$ cat config.mk
export PLATFORM = sky130hd
export DESIGN_NAME = hw_fetch_adapter
export DESIGN_NICKNAME = d
export VERILOG_FILES = /design/src/rtl/fa_pkg.sv /design/src/rtl/fa_ctrl.sv /design/src/rtl/fa_assemble.sv /design/src/rtl/hw_fetch_adapter.sv
export SDC_FILE = /design/constraint.sdc
export NUM_CORES = 1
export LEC_CHECK = 0
export BUFFER_PORTS_ARGS = -buffer_cell sky130_fd_sc_hd__buf_2
export CAP_MARGIN = 20
export CELL_PAD_IN_SITES_DETAIL_PLACEMENT = 1
export CELL_PAD_IN_SITES_GLOBAL_PLACEMENT = 2
export CORE_MARGIN = 2
export CORE_UTILIZATION = 30
export CTS_CLUSTER_SIZE = 16
export DETAILED_ROUTE_END_ITERATION = 10
export GPL_TIMING_DRIVEN = 0
export PLACE_DENSITY_LB_ADDON = 0.1
export SETUP_SLACK_MARGIN = 0.5
export SLEW_MARGIN = 20
export SYNTH_ARGS = -nofsm -noshare
export SYNTH_HDL_FRONTEND = slang
export SYNTH_SLANG_ARGS = --single-unit
$ cat constraint.sdc
create_clock -name clk -period 3.5 [get_ports clk]
set_input_delay 0.175 -clock clk [delete_from_list [all_inputs] [get_ports clk]]
set_output_delay 0.175 -clock clk [all_outputs]
set_load 0.02 [all_outputs]
$ cat src/rtl/fa_pkg.sv
package fa_pkg;
  typedef enum logic [2:0] {
    S_IDLE,
    S_DEC,
    S_LO,
    S_HI,
    S_RESP
  } fa_state_e;
endpackage

$ cat src/rtl/fa_ctrl.sv
module fa_ctrl
  import fa_pkg::*;
#(
  parameter int ADDR_W = 16,
  parameter int WAIT_W = 2
) (
  input  logic              clk,
  input  logic              rst_n,
  input  logic              req_valid,
  input  logic [ADDR_W-1:0] req_addr,
  input  logic              req_wide,
  input  logic              req_seq,
  input  logic              req_data,
  output logic              fl_en,
  output logic [ADDR_W-1:0] fl_addr,
  output logic              lo_en,
  output logic              wide_q,
  output logic              rsp_ready,
  output logic              rsp_err,
  output logic [WAIT_W-1:0] rsp_waits
);
  localparam logic [ADDR_W-1:0] HALF_STEP = ADDR_W'(2);

  fa_state_e         state_q, state_d;
  logic [ADDR_W-1:0] addr_q, addr_d;
  logic              wide_d, err_q, err_d;
  logic [WAIT_W-1:0] wait_q, wait_d;
  logic              accept, misaligned, need_dec;

  assign accept     = (state_q == S_IDLE) && req_valid;
  assign misaligned = req_wide && (req_addr[1:0] != 2'b00);
  assign need_dec   = !req_seq || req_data;

  always_comb begin
    state_d = state_q;
    addr_d  = addr_q;
    wide_d  = wide_q;
    err_d   = err_q;
    wait_d  = wait_q;
    unique case (state_q)
      S_IDLE: if (accept) begin
        addr_d  = {req_addr[ADDR_W-1:1], 1'b0};
        wide_d  = req_wide;
        err_d   = misaligned;
        wait_d  = '0;
        state_d = misaligned ? S_RESP : (need_dec ? S_DEC : S_LO);
      end
      S_DEC: begin
        wait_d  = wait_q + 1'b1;
        state_d = S_LO;
      end
      S_LO: begin
        wait_d  = wait_q + 1'b1;
        state_d = wide_q ? S_HI : S_RESP;
      end
      S_HI: begin
        wait_d  = wait_q + 1'b1;
        state_d = S_RESP;
      end
      S_RESP:  state_d = S_IDLE;
      default: state_d = S_IDLE;
    endcase
  end

  always_ff @(posedge clk or negedge rst_n) begin
    if (!rst_n) begin
      state_q <= S_IDLE;
      addr_q  <= '0;
      wide_q  <= 1'b0;
      err_q   <= 1'b0;
      wait_q  <= '0;
    end else begin
      state_q <= state_d;
      addr_q  <= addr_d;
      wide_q  <= wide_d;
      err_q   <= err_d;
      wait_q  <= wait_d;
    end
  end

  assign fl_en     = (state_q == S_LO) || (state_q == S_HI);
  assign fl_addr   = (state_q == S_HI) ? addr_q + HALF_STEP : addr_q;
  assign lo_en     = (state_q == S_HI);
  assign rsp_ready = (state_q == S_RESP);
  assign rsp_err   = rsp_ready && err_q;
  assign rsp_waits = rsp_ready ? wait_q : '0;

  // a misaligned word goes straight to the response, no flash access
  assert_err_skip_R6: assert property (@(posedge clk) disable iff (!rst_n)
    (accept && misaligned) |=> (rsp_ready && rsp_err && !fl_en));

  // decode cycle keeps the flash idle
  assert_decode_idle_R4: assert property (@(posedge clk) disable iff (!rst_n)
    (accept && !misaligned && need_dec) |=> (!fl_en && !rsp_ready));

  // upper half read follows at address plus two
  assert_hi_follows_R3: assert property (@(posedge clk) disable iff (!rst_n)
    (fl_en && (state_q == S_LO) && wide_q) |=> (fl_en && (fl_addr == $past(fl_addr) + HALF_STEP)));
endmodule

$ cat src/rtl/fa_assemble.sv
module fa_assemble #(
  parameter int HALF_W = 16
) (
  input  logic                clk,
  input  logic                rst_n,
  input  logic                lo_en,
  input  logic                wide_q,
  input  logic                rsp_ready,
  input  logic                rsp_err,
  input  logic [HALF_W-1:0]   fl_rdata,
  output logic [2*HALF_W-1:0] rsp_data
);
  logic [HALF_W-1:0] lo_q, lo_d;

  always_comb lo_d = lo_en ? fl_rdata : lo_q;

  always_ff @(posedge clk or negedge rst_n) begin
    if (!rst_n) lo_q <= '0;
    else        lo_q <= lo_d;
  end

  always_comb begin
    rsp_data = '0;
    if (rsp_ready && !rsp_err)
      rsp_data = wide_q ? {fl_rdata, lo_q} : {{HALF_W{1'b0}}, fl_rdata};
  end

  // an error response carries no data
  assert_err_zero_R6: assert property (@(posedge clk) disable iff (!rst_n)
    rsp_err |-> (rsp_data == '0));
endmodule

$ cat src/rtl/hw_fetch_adapter.sv
module hw_fetch_adapter #(
  parameter int ADDR_W = 16,
  parameter int HALF_W = 16,
  parameter int WAIT_W = 2
) (
  input  logic                clk,
  input  logic                rst_n,
  input  logic                req_valid,
  input  logic [ADDR_W-1:0]   req_addr,
  input  logic                req_wide,
  input  logic                req_seq,
  input  logic                req_data,
  output logic                rsp_ready,
  output logic [2*HALF_W-1:0] rsp_data,
  output logic                rsp_err,
  output logic [WAIT_W-1:0]   rsp_waits,
  output logic                fl_en,
  output logic [ADDR_W-1:0]   fl_addr,
  input  logic [HALF_W-1:0]   fl_rdata
);
  logic [1:0] rst_sync_q;
  logic       rst_n_s;
  logic       lo_en, wide_q;

  always_ff @(posedge clk or negedge rst_n) begin
    if (!rst_n) rst_sync_q <= 2'b00;
    else        rst_sync_q <= {rst_sync_q[0], 1'b1};
  end
  assign rst_n_s = rst_sync_q[1];

  fa_ctrl #(.ADDR_W(ADDR_W), .WAIT_W(WAIT_W)) u_ctrl (
    .clk       (clk),
    .rst_n     (rst_n_s),
    .req_valid (req_valid),
    .req_addr  (req_addr),
    .req_wide  (req_wide),
    .req_seq   (req_seq),
    .req_data  (req_data),
    .fl_en     (fl_en),
    .fl_addr   (fl_addr),
    .lo_en     (lo_en),
    .wide_q    (wide_q),
    .rsp_ready (rsp_ready),
    .rsp_err   (rsp_err),
    .rsp_waits (rsp_waits)
  );

  fa_assemble #(.HALF_W(HALF_W)) u_asm (
    .clk       (clk),
    .rst_n     (rst_n_s),
    .lo_en     (lo_en),
    .wide_q    (wide_q),
    .rsp_ready (rsp_ready),
    .rsp_err   (rsp_err),
    .fl_rdata  (fl_rdata),
    .rsp_data  (rsp_data)
  );

  // response strobe lasts one cycle
  assert_ready_pulse_R7: assert property (@(posedge clk) disable iff (!rst_n_s)
    rsp_ready |=> !rsp_ready);

  // a good response always spent at least one flash cycle
  assert_waits_nonzero_R8: assert property (@(posedge clk) disable iff (!rst_n_s)
    (rsp_ready && !rsp_err) |-> (rsp_waits != '0));

  // flash and response are quiet while the block is in reset
  assert_reset_quiet_R1: assert property (@(posedge clk)
    !rst_n_s |-> (!fl_en && !rsp_ready));
endmodule

# ---- Word-level counts from Yosys, hierarchy flattened
# Cells that the tools add are included.
dict set report totals {
  output_inout_bits 53
  ff_bits 40
  inputBits 38
  word_cells 39
}
dict set report op_classes {
  addsub 2
  n_eq_ne 5
  muxes 11
  reduce_logical 14
}
# operator n
set ops {}
lappend ops {{$mux 32} 2}
lappend ops {{$add 16x2->16 const B} 1}
lappend ops {{$mux 16} 1}
lappend ops {{$pmux 3 s4} 1}
lappend ops {{$mux 3} 3}
lappend ops {{$eq 3x2->1 const B} 2}
lappend ops {{$mux 2} 3}
lappend ops {{$logic_and 1x1->1} 4}
lappend ops {{$pmux 2 s2} 1}
lappend ops {{$reduce_and 2->1} 2}
lappend ops {{$reduce_bool 2->1} 2}
lappend ops {{$eq 3x1->1 const B} 1}
lappend ops {{$eq 3x3->1 const B} 1}
lappend ops {{$logic_not 3->1} 1}
lappend ops {{$reduce_or 3->1} 1}
lappend ops {{$add 2x1->2 const B} 1}
lappend ops {{$logic_not 1->1} 2}
lappend ops {{$logic_or 1x1->1} 2}
lappend ops {{$ne 2x1->1 const B} 1}

# ---- Longest topological paths before layout
# Gate-level depths: netlist (run 1).
dict set report depth {
  word_depth 6
  ltp_mapped 6
  depth_no_buf 5
}

# ---- Modules after synthesis
# Synthesis (run 1) repeated with hierarchy kept, for this count alone.
dict set report unflattened {
  hier_cells 216
  area_unflattened_um2 2433.6
}
# mod cells_each n_inst seq_area_each_um2 area_per_inst_um2
set by_module_without_submodules {}
lappend by_module_without_submodules {fa_ctrl 122 1 550.5 1332.5}
lappend by_module_without_submodules {fa_assemble 91 1 400.4 1047.3}
lappend by_module_without_submodules {hw_fetch_adapter 3 1 50.0 53.8}

# ---- Worst setup path after synthesis (run 1)
# No wires, ideal clock.
dict set report synth_timing {
  path_kind {register to output}
  start {register u_ctrl.state_q[1]}
  end {output fl_addr[4]}
  required_ps 3325
  arrival_time_ps 1653
  stages_incl_launch_ff 6
  path_buffers 1
  slack_ps 1672
  path_cell_list {dfrtp_1 > nor2b_1 > and2_1 > buf_2 > nand4_1 > xnor2_1}
}
dict set report synth_via {
  elab_chain_cells 2
}
# element line_no
set synth_rtl {}
lappend synth_rtl {{start: declaration} fa_ctrl.sv:24} ;# fa_state_e state_q, state_d;
lappend synth_rtl {{start signal: assignment} fa_ctrl.sv:73} ;# state_q <= state_d;
lappend synth_rtl {{$eq 3x2->1} fa_ctrl.sv:82} ;# assign fl_addr = (state_q == S_HI) ? addr_q + HALF_STEP : addr_q;
lappend synth_rtl {{$mux 16} fa_ctrl.sv:82}
lappend synth_rtl {{end: declaration} hw_fetch_adapter.sv:18} ;# output logic [ADDR_W-1:0] fl_addr,
# No other way between the ends.

# ---- Final worst setup path (run 1)
dict set report layout_timing {
  start {register u_ctrl.state_q[1]}
  end {output rsp_data[21]}
}
dict set report layout_via {
  elab_chain_cells 5
}
# element line_no
set layout_rtl {}
lappend layout_rtl {{$eq 3x3->1 (*)} fa_ctrl.sv:84} ;# assign rsp_ready = (state_q == S_RESP);
lappend layout_rtl {{$logic_and 1x1->1} fa_ctrl.sv:85} ;# assign rsp_err = rsp_ready && err_q;
lappend layout_rtl {{$logic_not 1->1} fa_assemble.sv:24} ;# if (rsp_ready && !rsp_err)
lappend layout_rtl {{$logic_and 1x1->1 (*)} fa_assemble.sv:24}
lappend layout_rtl {{$mux 32 (*)} fa_assemble.sv:24}
lappend layout_rtl {{end: declaration} hw_fetch_adapter.sv:14} ;# output logic [2*HALF_W-1:0] rsp_data,
# Every way passes the cells marked *; elsewhere a longest branch is shown, timed or not.

==> results of run 1 <==
## power groups by stage
stage | Sequential, mW | Combinational (mW) | Clock [mW]
6_report | 0.883 | 1.26 | 0.324
5_1_grt | 0.929 | 1.38 | 0.355
4_1_cts | 0.888 | 1.28 | 0.340
3_5_place_dp | 0.898 | 1.28 | 0
3_3_place_gp | 0.891 | 1.26 | 0
2_1_floorplan | 0.843 | 0.940 | 0
## path summary, 6_finish.rpt
kind	slack, ns	endpoint	startpoint
setup / recovery	1.12	rsp_data[21]	u_ctrl.state_q[1]
hold / removal	0.09	u_ctrl.addr_q[9]	req_addr[9]
setup reg to reg	1.80	u_ctrl.addr_q[13]	u_ctrl.state_q[1]
hold reg to reg	0.23	u_ctrl.wait_q[1]	rst_sync_q[1]
max in group asynchronous	2.80	u_asm.lo_q[10]	rst_sync_q[1]
min in group asynchronous	0.22	rst_sync_q[1]	rst_n
## worst register-to-register path: cells and delay by family (launching register included)
family                 cells  cell delay (ns)
flip-flops                 1             0.45
buffers and inverters      2             0.34
multiplexers               1             0.30
AND/OR/NAND/NOR            2             0.49
## cells in the mapped netlist, drive strengths merged
| library cell | instances |
|---|---|
| conb | 2 |
| xnor2 | 12 |
| or2 | 2 |
| inv | 3 |
| nor4 | 1 |
| a21oi | 3 |
| mux2i | 16 |
| nand3 | 5 |
| a22oi | 1 |
| nand2 | 64 |
| nand4 | 4 |
| and2 | 18 |
| and3 | 4 |
| o31ai | 1 |
| nor2b | 1 |
| buf | 9 |
| nor2 | 22 |
| nor3 | 4 |
| mux2 | 15 |
| nand2b | 2 |
| o21bai | 1 |
| ha | 1 |
| nor3b | 2 |
| o21a | 1 |
| clkbuf | 3 |
| nand3b | 2 |
| xor2 | 2 |
| dfrtp | 40 |
| o21ai | 4 |
## metal layers
| metal | up-vias | track usage (%) | part of all wire [%] |
|---|---|---|---|
| li1 | 986 | - | - |
| met1 | 960 | 20.8 | 46 |
| met2 | 51 | 24.4 | 49 |
| met3 | 7 | 2.74 | 4.3 |
| met4 | 0 | 4.55 | 1.2 |
| met5 | - | 0 | 0 |
## registers in the layout, summed over array words and instances, names as in the netlist
signal	flops
rst_sync_q	2
u_asm.lo_q	16
u_ctrl.addr_q	15
u_ctrl.err_q	1
u_ctrl.state_q	3
u_ctrl.wait_q	2
u_ctrl.wide_q	1
## final cells by class
type | count | area [um2]
clock buffers | 6 | 82.6
plain buffers | 12 | 80.1
flip-flops and latches | 40 | 1000
clock inverters | 2 | 10.0
inverters | 3 | 11.3
well taps | 99 | 124
fillers | 918 | 4320
multi-input cells | 190 | 1180
repair buffers | 91 | 483
## kinds of logic after synthesis
family                   after synthesis  share of synthesized area [%]
multiplexers                          31                           15.5
AND/OR/NAND/NOR                      131                           27.3
adder cells (fa/ha/maj)                1                          0.551
flip-flops                            40                           44.1
AO/OA/AOI/OAI                         11                           2.86
buffers and inverters                 15                           4.02
XOR/XNOR                              14                           5.40
other                                  2                          0.331
==> flow_summary.toml, run 1 <==
[layout]
mostFrequentLayoutCells = "95 x buf_2, 64 x nand2_1, 39 x dfrtp_1, 20 x nor2_1, 18 x and2_1"
area_delta_synth_final_pct = 30.8
drive_above_1_share_pct = 37.5
mostFrequentLayoutCell = "buf_2"
utilization_pct = 40.8
antenna_cells = 0
fin_area_um2 = 2970
nets = 382
fin_cells = 443

[pwr]
clkPwrFrac_pct = 13.2
power_frac_seq_pct = 35.8
p_int_mw = 1.40
p_per_area_nw_per_um2 = 829
p_switching_mw = 1.07
p_leak_nw = 1.54
ir_drop_mv = 0.264
swShare_pct = 43.3
combPwrFrac_pct = 51.0
design_power_total_mw = 2.47

[route]
drt-total-wl_um = 6120
detailedRoute.firstIterationViolations = 33
wire_per_inst_um = 13.8
dr_total_vias = 2004
routed_via_density = 4.52
drc = 0
ant_nets = 0
dr.pass1.iters = 4

[worst_setup_path]
r2r_cells = 5
path_class = "reg2out"
cp_top_family = "simple AND/OR/NAND/NOR gates"
crit_buf_inv = 2
crit_fanout = 10
worst-path-stages = 6
worstPathRequired_ns = 3.32
startpoint_type = "register"
cpMaxStageDelayCell = "dfrtp_1"
crit_chain = "nor2_2, nand3b_2, nor2_2, buf_2, and2_1, buf_2"
crit_arrival_ns = 2.21
endpoint_kind = "output port"
slowest_delay_ns = 0.45

[synth]
ys.warnings.count = 0
synth_top_cell_by_area = "dfrtp_1"
synth_area_per_cell_um2 = 9.27
synth_cells = 245
postSynthNetCount = 284
ys_seq_elements = 40
synth-seq-area-share_pct = 44.1
synth_area_leaders = "dfrtp_1 44%, nand2_1 11%, mux2i_1 7.0%"
synth_top_area_share_pct = 44.1
synth_cell_types = 37
syn-cell-area_um2 = 2270

[grt]
first_global_vias = 1976
overflow = 0
grt_use_total_pct = 15.2
antenna_found_initial = 0
grt_max_degree = 23
grt_first_pass_wirelength_um = 9960

[place]
io_buffers = 89
pre_cts_slack_ns = 1.35
place_inst = 434
placed_area_um2 = 2870
dpl.hpwl_um = 4590
place_congestion = 0.711

[floorplanning]
initial_core_util_pct = 31.2
fp-row-count = 31
chipHeight_um = 91.0
core-area_um2 = 7290
die_area_um2 = 8290
die_x_um = 91.0
ios = 91

[sta]
slew_headroom_pct = 65.3
worst_slew_pin_slew_ns = 0.520
hold_viol_final = 0
final.setup.worst_slack_ns = 1.12
drv_slew = 0
setup_viol = 0
fmax_ghz = 0.420
period_needed_ns = 2.38
period_share_pct = 68.1
rsz0062_at_grt = "false"
hold_slack_ns = 0.0938
setup-tns-final_ns = 0
skew_ns = 0.00542

[clocking]
cts_tree = "yes"
cts_sinks = 40
clock-root-buffer = "clkbuf_8"
cts_setup_buffers = 0
cts_resized = 0
cts.htree.levels = 2
cts_hold_buf = 1
cts.clk_slew.worst_paths_ns = 0.08
cts_buffer_depth = 2
clock_latency_ns = 0.29
numCtsBuffers = 5

[flow_run]
cap_violations = 0

[run_status]
status = "finished clean"

[min_path]
whs_path_depth = 3
hp-class = "in2reg"
(Power assumes the default switching activity.)
==> inputs of run 2 (changes only) <==
Settings changed: ABC_AREA from default to 1, CORE_UTILIZATION 30 to 26.
Clock period 3.5 ns to 2.5 ns, I/O delays scaled along.
==> flow_summary.toml, run 2 <==
[layout]
area_delta_synth_final_pct = 35.7
fin_cells = 552
mostFrequentLayoutCells = "84 x buf_2, 73 x nand2_1, 66 x nor2_1, 39 x inv_1, 37 x dfrtp_1"
largest_reg_flops = 16
regArea_um2 = 1000
top_regs = "u_asm.lo_q x16, u_ctrl.addr_q x15, u_ctrl.state_q x3"
multiInputGateArea_um2 = 1170
nets = 482
mostFrequentLayoutCell = "buf_2"
top_register = "u_asm.lo_q"
antenna_cells = 0
drive_above_1_share_pct = 32.4
fill_cells = 1150
utilization_pct = 36.7

[floorplanning]
ios = 91
die_x_um = 99.8
chipHeight_um = 99.8
core-area_um2 = 8810
initial_core_util_pct = 27.1
die_area_um2 = 9950
fp-row-count = 34

[synth]
synth_cell_types = 25
ys_seq_elements = 40
synthTopCellsByCount = "74 x nand2_1, 70 x nor2_1, 40 x dfrtp_1, 40 x inv_1, 23 x a21oi_1"
yosysMostFrequentCell = "nand2_1"
synth_ff_type = "dfrtp_1"
postSynthNetCount = 377
synth_area_per_cell_um2 = 7.06
synth-edff-count = 0
synth_cells = 338
synth_top_cell_by_area = "dfrtp_1"
synthArstFlopShare_pct = 100
synth-seq-area-share_pct = 42.0
synth_area_leaders = "dfrtp_1 42%, nand2_1 12%, nor2_1 11%"
synth_top_area_share_pct = 42.0
ys.warnings.count = 0
syn-cell-area_um2 = 2380

[route]
dr_total_vias = 2406
ant_nets = 0
detailedRoute.firstIterationViolations = 15
dr.pass1.iters = 4
routed_via_density = 4.36
drt-total-wl_um = 7170
wire_per_inst_um = 13.0
drc = 0

[clocking]
numCtsBuffers = 5
cts_tree = "yes"
cts_buffer_depth = 2
cts.htree.levels = 2
clock-root-buffer = "clkbuf_8"
cts_sinks = 40
clock_latency_ns = 0.29
cts.clk_slew.worst_paths_ns = 0.08

[worst_setup_path]
worstPathRequired_ns = 2.38
reg2reg_slack_ns = 1.14
slowest_delay_ns = 0.39
cpMaxStageDelayCell = "dfrtp_2"
crit_arrival_ns = 1.73
path_class = "reg2out"
crit_chain = "buf_4, nand2_1, nor2_4, nand2_2, nor2_4, nand2_1, xnor2_1, buf_4"
startpoint_type = "register"
crit_fanout = 6
endpoint_kind = "output port"

[sta]
drv_slew = 0
slew_headroom_pct = 66.8
setup-tns-final_ns = 0
hold_viol_final = 0
worst_slew_pin_slew_ns = 0.492
period_share_pct = 74.4
rsz0062_at_grt = "true"
skew_ns = 0.00214
period_needed_ns = 1.86
fmax_ghz = 0.538
setup_viol = 0

[grt]
grt_use_total_pct = 15.4
antenna_found_initial = 0
overflow = 0
grt_first_pass_wirelength_um = 12200
first_global_vias = 2490
grt_max_degree = 29

[pwr]
p_leak_nw = 1.80
ir_drop_mv = 0.360
p_per_area_nw_per_um2 = 1120

[flow_run]
cap_violations = 0

[place]
io_buffers = 89
place_inst = 536
place_congestion = 0.725
dpl.hpwl_um = 5550

[run_status]
status = "finished clean"

[min_path]
hp-class = "in2reg"
==> run 2: changes by cell type after synthesis, moves of 5 or more <==
cell / change
mux2_2: -9
nand2_1: +10
and2_1: -18
nand2_2: +5
mux2_4: -6
mux2i_1: -16
o21ai_0: +17
nor2_1: +50
nor2_4: +5
a21oi_1: +20
inv_1: +37
nand3_1: +14
xnor2_1: -5
==> run 2: area by class of cell <==
class / count / area share [%]
Clock buffer: 5 / 2.13
Clock inverter: 3 / 1.31
Tap cell: 108 / 4.18
Timing Repair Buffer: 98 / 17.4
Sequential cell: 40 / 31.1
Inverter: 42 / 4.95
Buffer: 14 / 2.90
Multi-Input combinational cell: 242 / 36.1
==> run 2: power breakdown <==
part / leakage (nW) / switching [mW] / internal, mW
Combinational: 1.27 / 1.19 / 0.701
Sequential: 0.479 / 0.263 / 0.945
Clock: 0.0541 / 0.243 / 0.296
==> run 2: kinds of logic (layout without fill, tap and decap cells) <==
family / Yosys count / after routing / share of synthesized area [%]
simple gates: 183 / 183 / 33.3
flops: 40 / 40 / 42.0
other cells: 2 / 2 / 0.315
xor+xnor: 10 / 10 / 3.67
buf+inv: 56 / 162 / 10.4
compound gates: 46 / 46 / 9.76
fa+ha+maj: 1 / 1 / 0.525
==> run 2: worst paths after layout <==
path                                        start                end  cells past startpoint
worst max register to register  u_ctrl.state_q[1]       u_ctrl.err_q                      7
worst max-delay path            u_ctrl.state_q[0]        fl_addr[11]                      8
max in group asynchronous           rst_sync_q[1]  u_ctrl.state_q[0]                      1
worst min-delay path                  req_addr[2]   u_ctrl.addr_q[2]                      3
worst min register to register      rst_sync_q[1]      u_asm.lo_q[9]                      0
min in group asynchronous                   rst_n      rst_sync_q[1]                      2
==> run 2: timing repair <==
action / in CTS / in global routing
hold buffers: 1 / 0
gates resized for setup: 0 / 26
endpoints found under the hold margin: 2 / 0
setup buffers: 0 / 7
endpoints found under the setup margin: 0 / 29
==> run 2: worst max-delay path: cells and delay by family, from the launching register on <==
kind | cells | cell delay (ns)
AND/OR/NAND/NOR | 5 | 0.63
flip-flops | 1 | 0.39
buffers and inverters | 2 | 0.29
XOR/XNOR | 1 | 0.14
==> run 2: stage by stage <==
| stage | power [mW] | setup slack, ns | hold WS (ns) | cell area, um2 |
|---|---|---|---|---|
| after detailed placement | 3.02 | 0.870 | -0.0849 | 2990 |
| after global routing | 4.00 | 0.494 | 0.0516 | 3240 |
| after CTS | 3.58 | 0.527 | 0.0471 | 3110 |
| final | 3.64 | 0.640 | 0.0569 | 3240 |
| after global placement | 2.99 | 0.671 | -0.0894 | 2970 |
| after floorplan | 2.45 | 0.977 | -0.171 | 2380 |
==> run 2: metal layers <==
metal / share of wire, % / GRT usage [%] / up-vias
li1: - / - / 1245
met1: 46 / 19.5 / 1097
met2: 48 / 26.8 / 58
met3: 4.4 / 3.06 / 6
met4: 1.2 / 4.11 / 0
met5: 0 / 0 / -
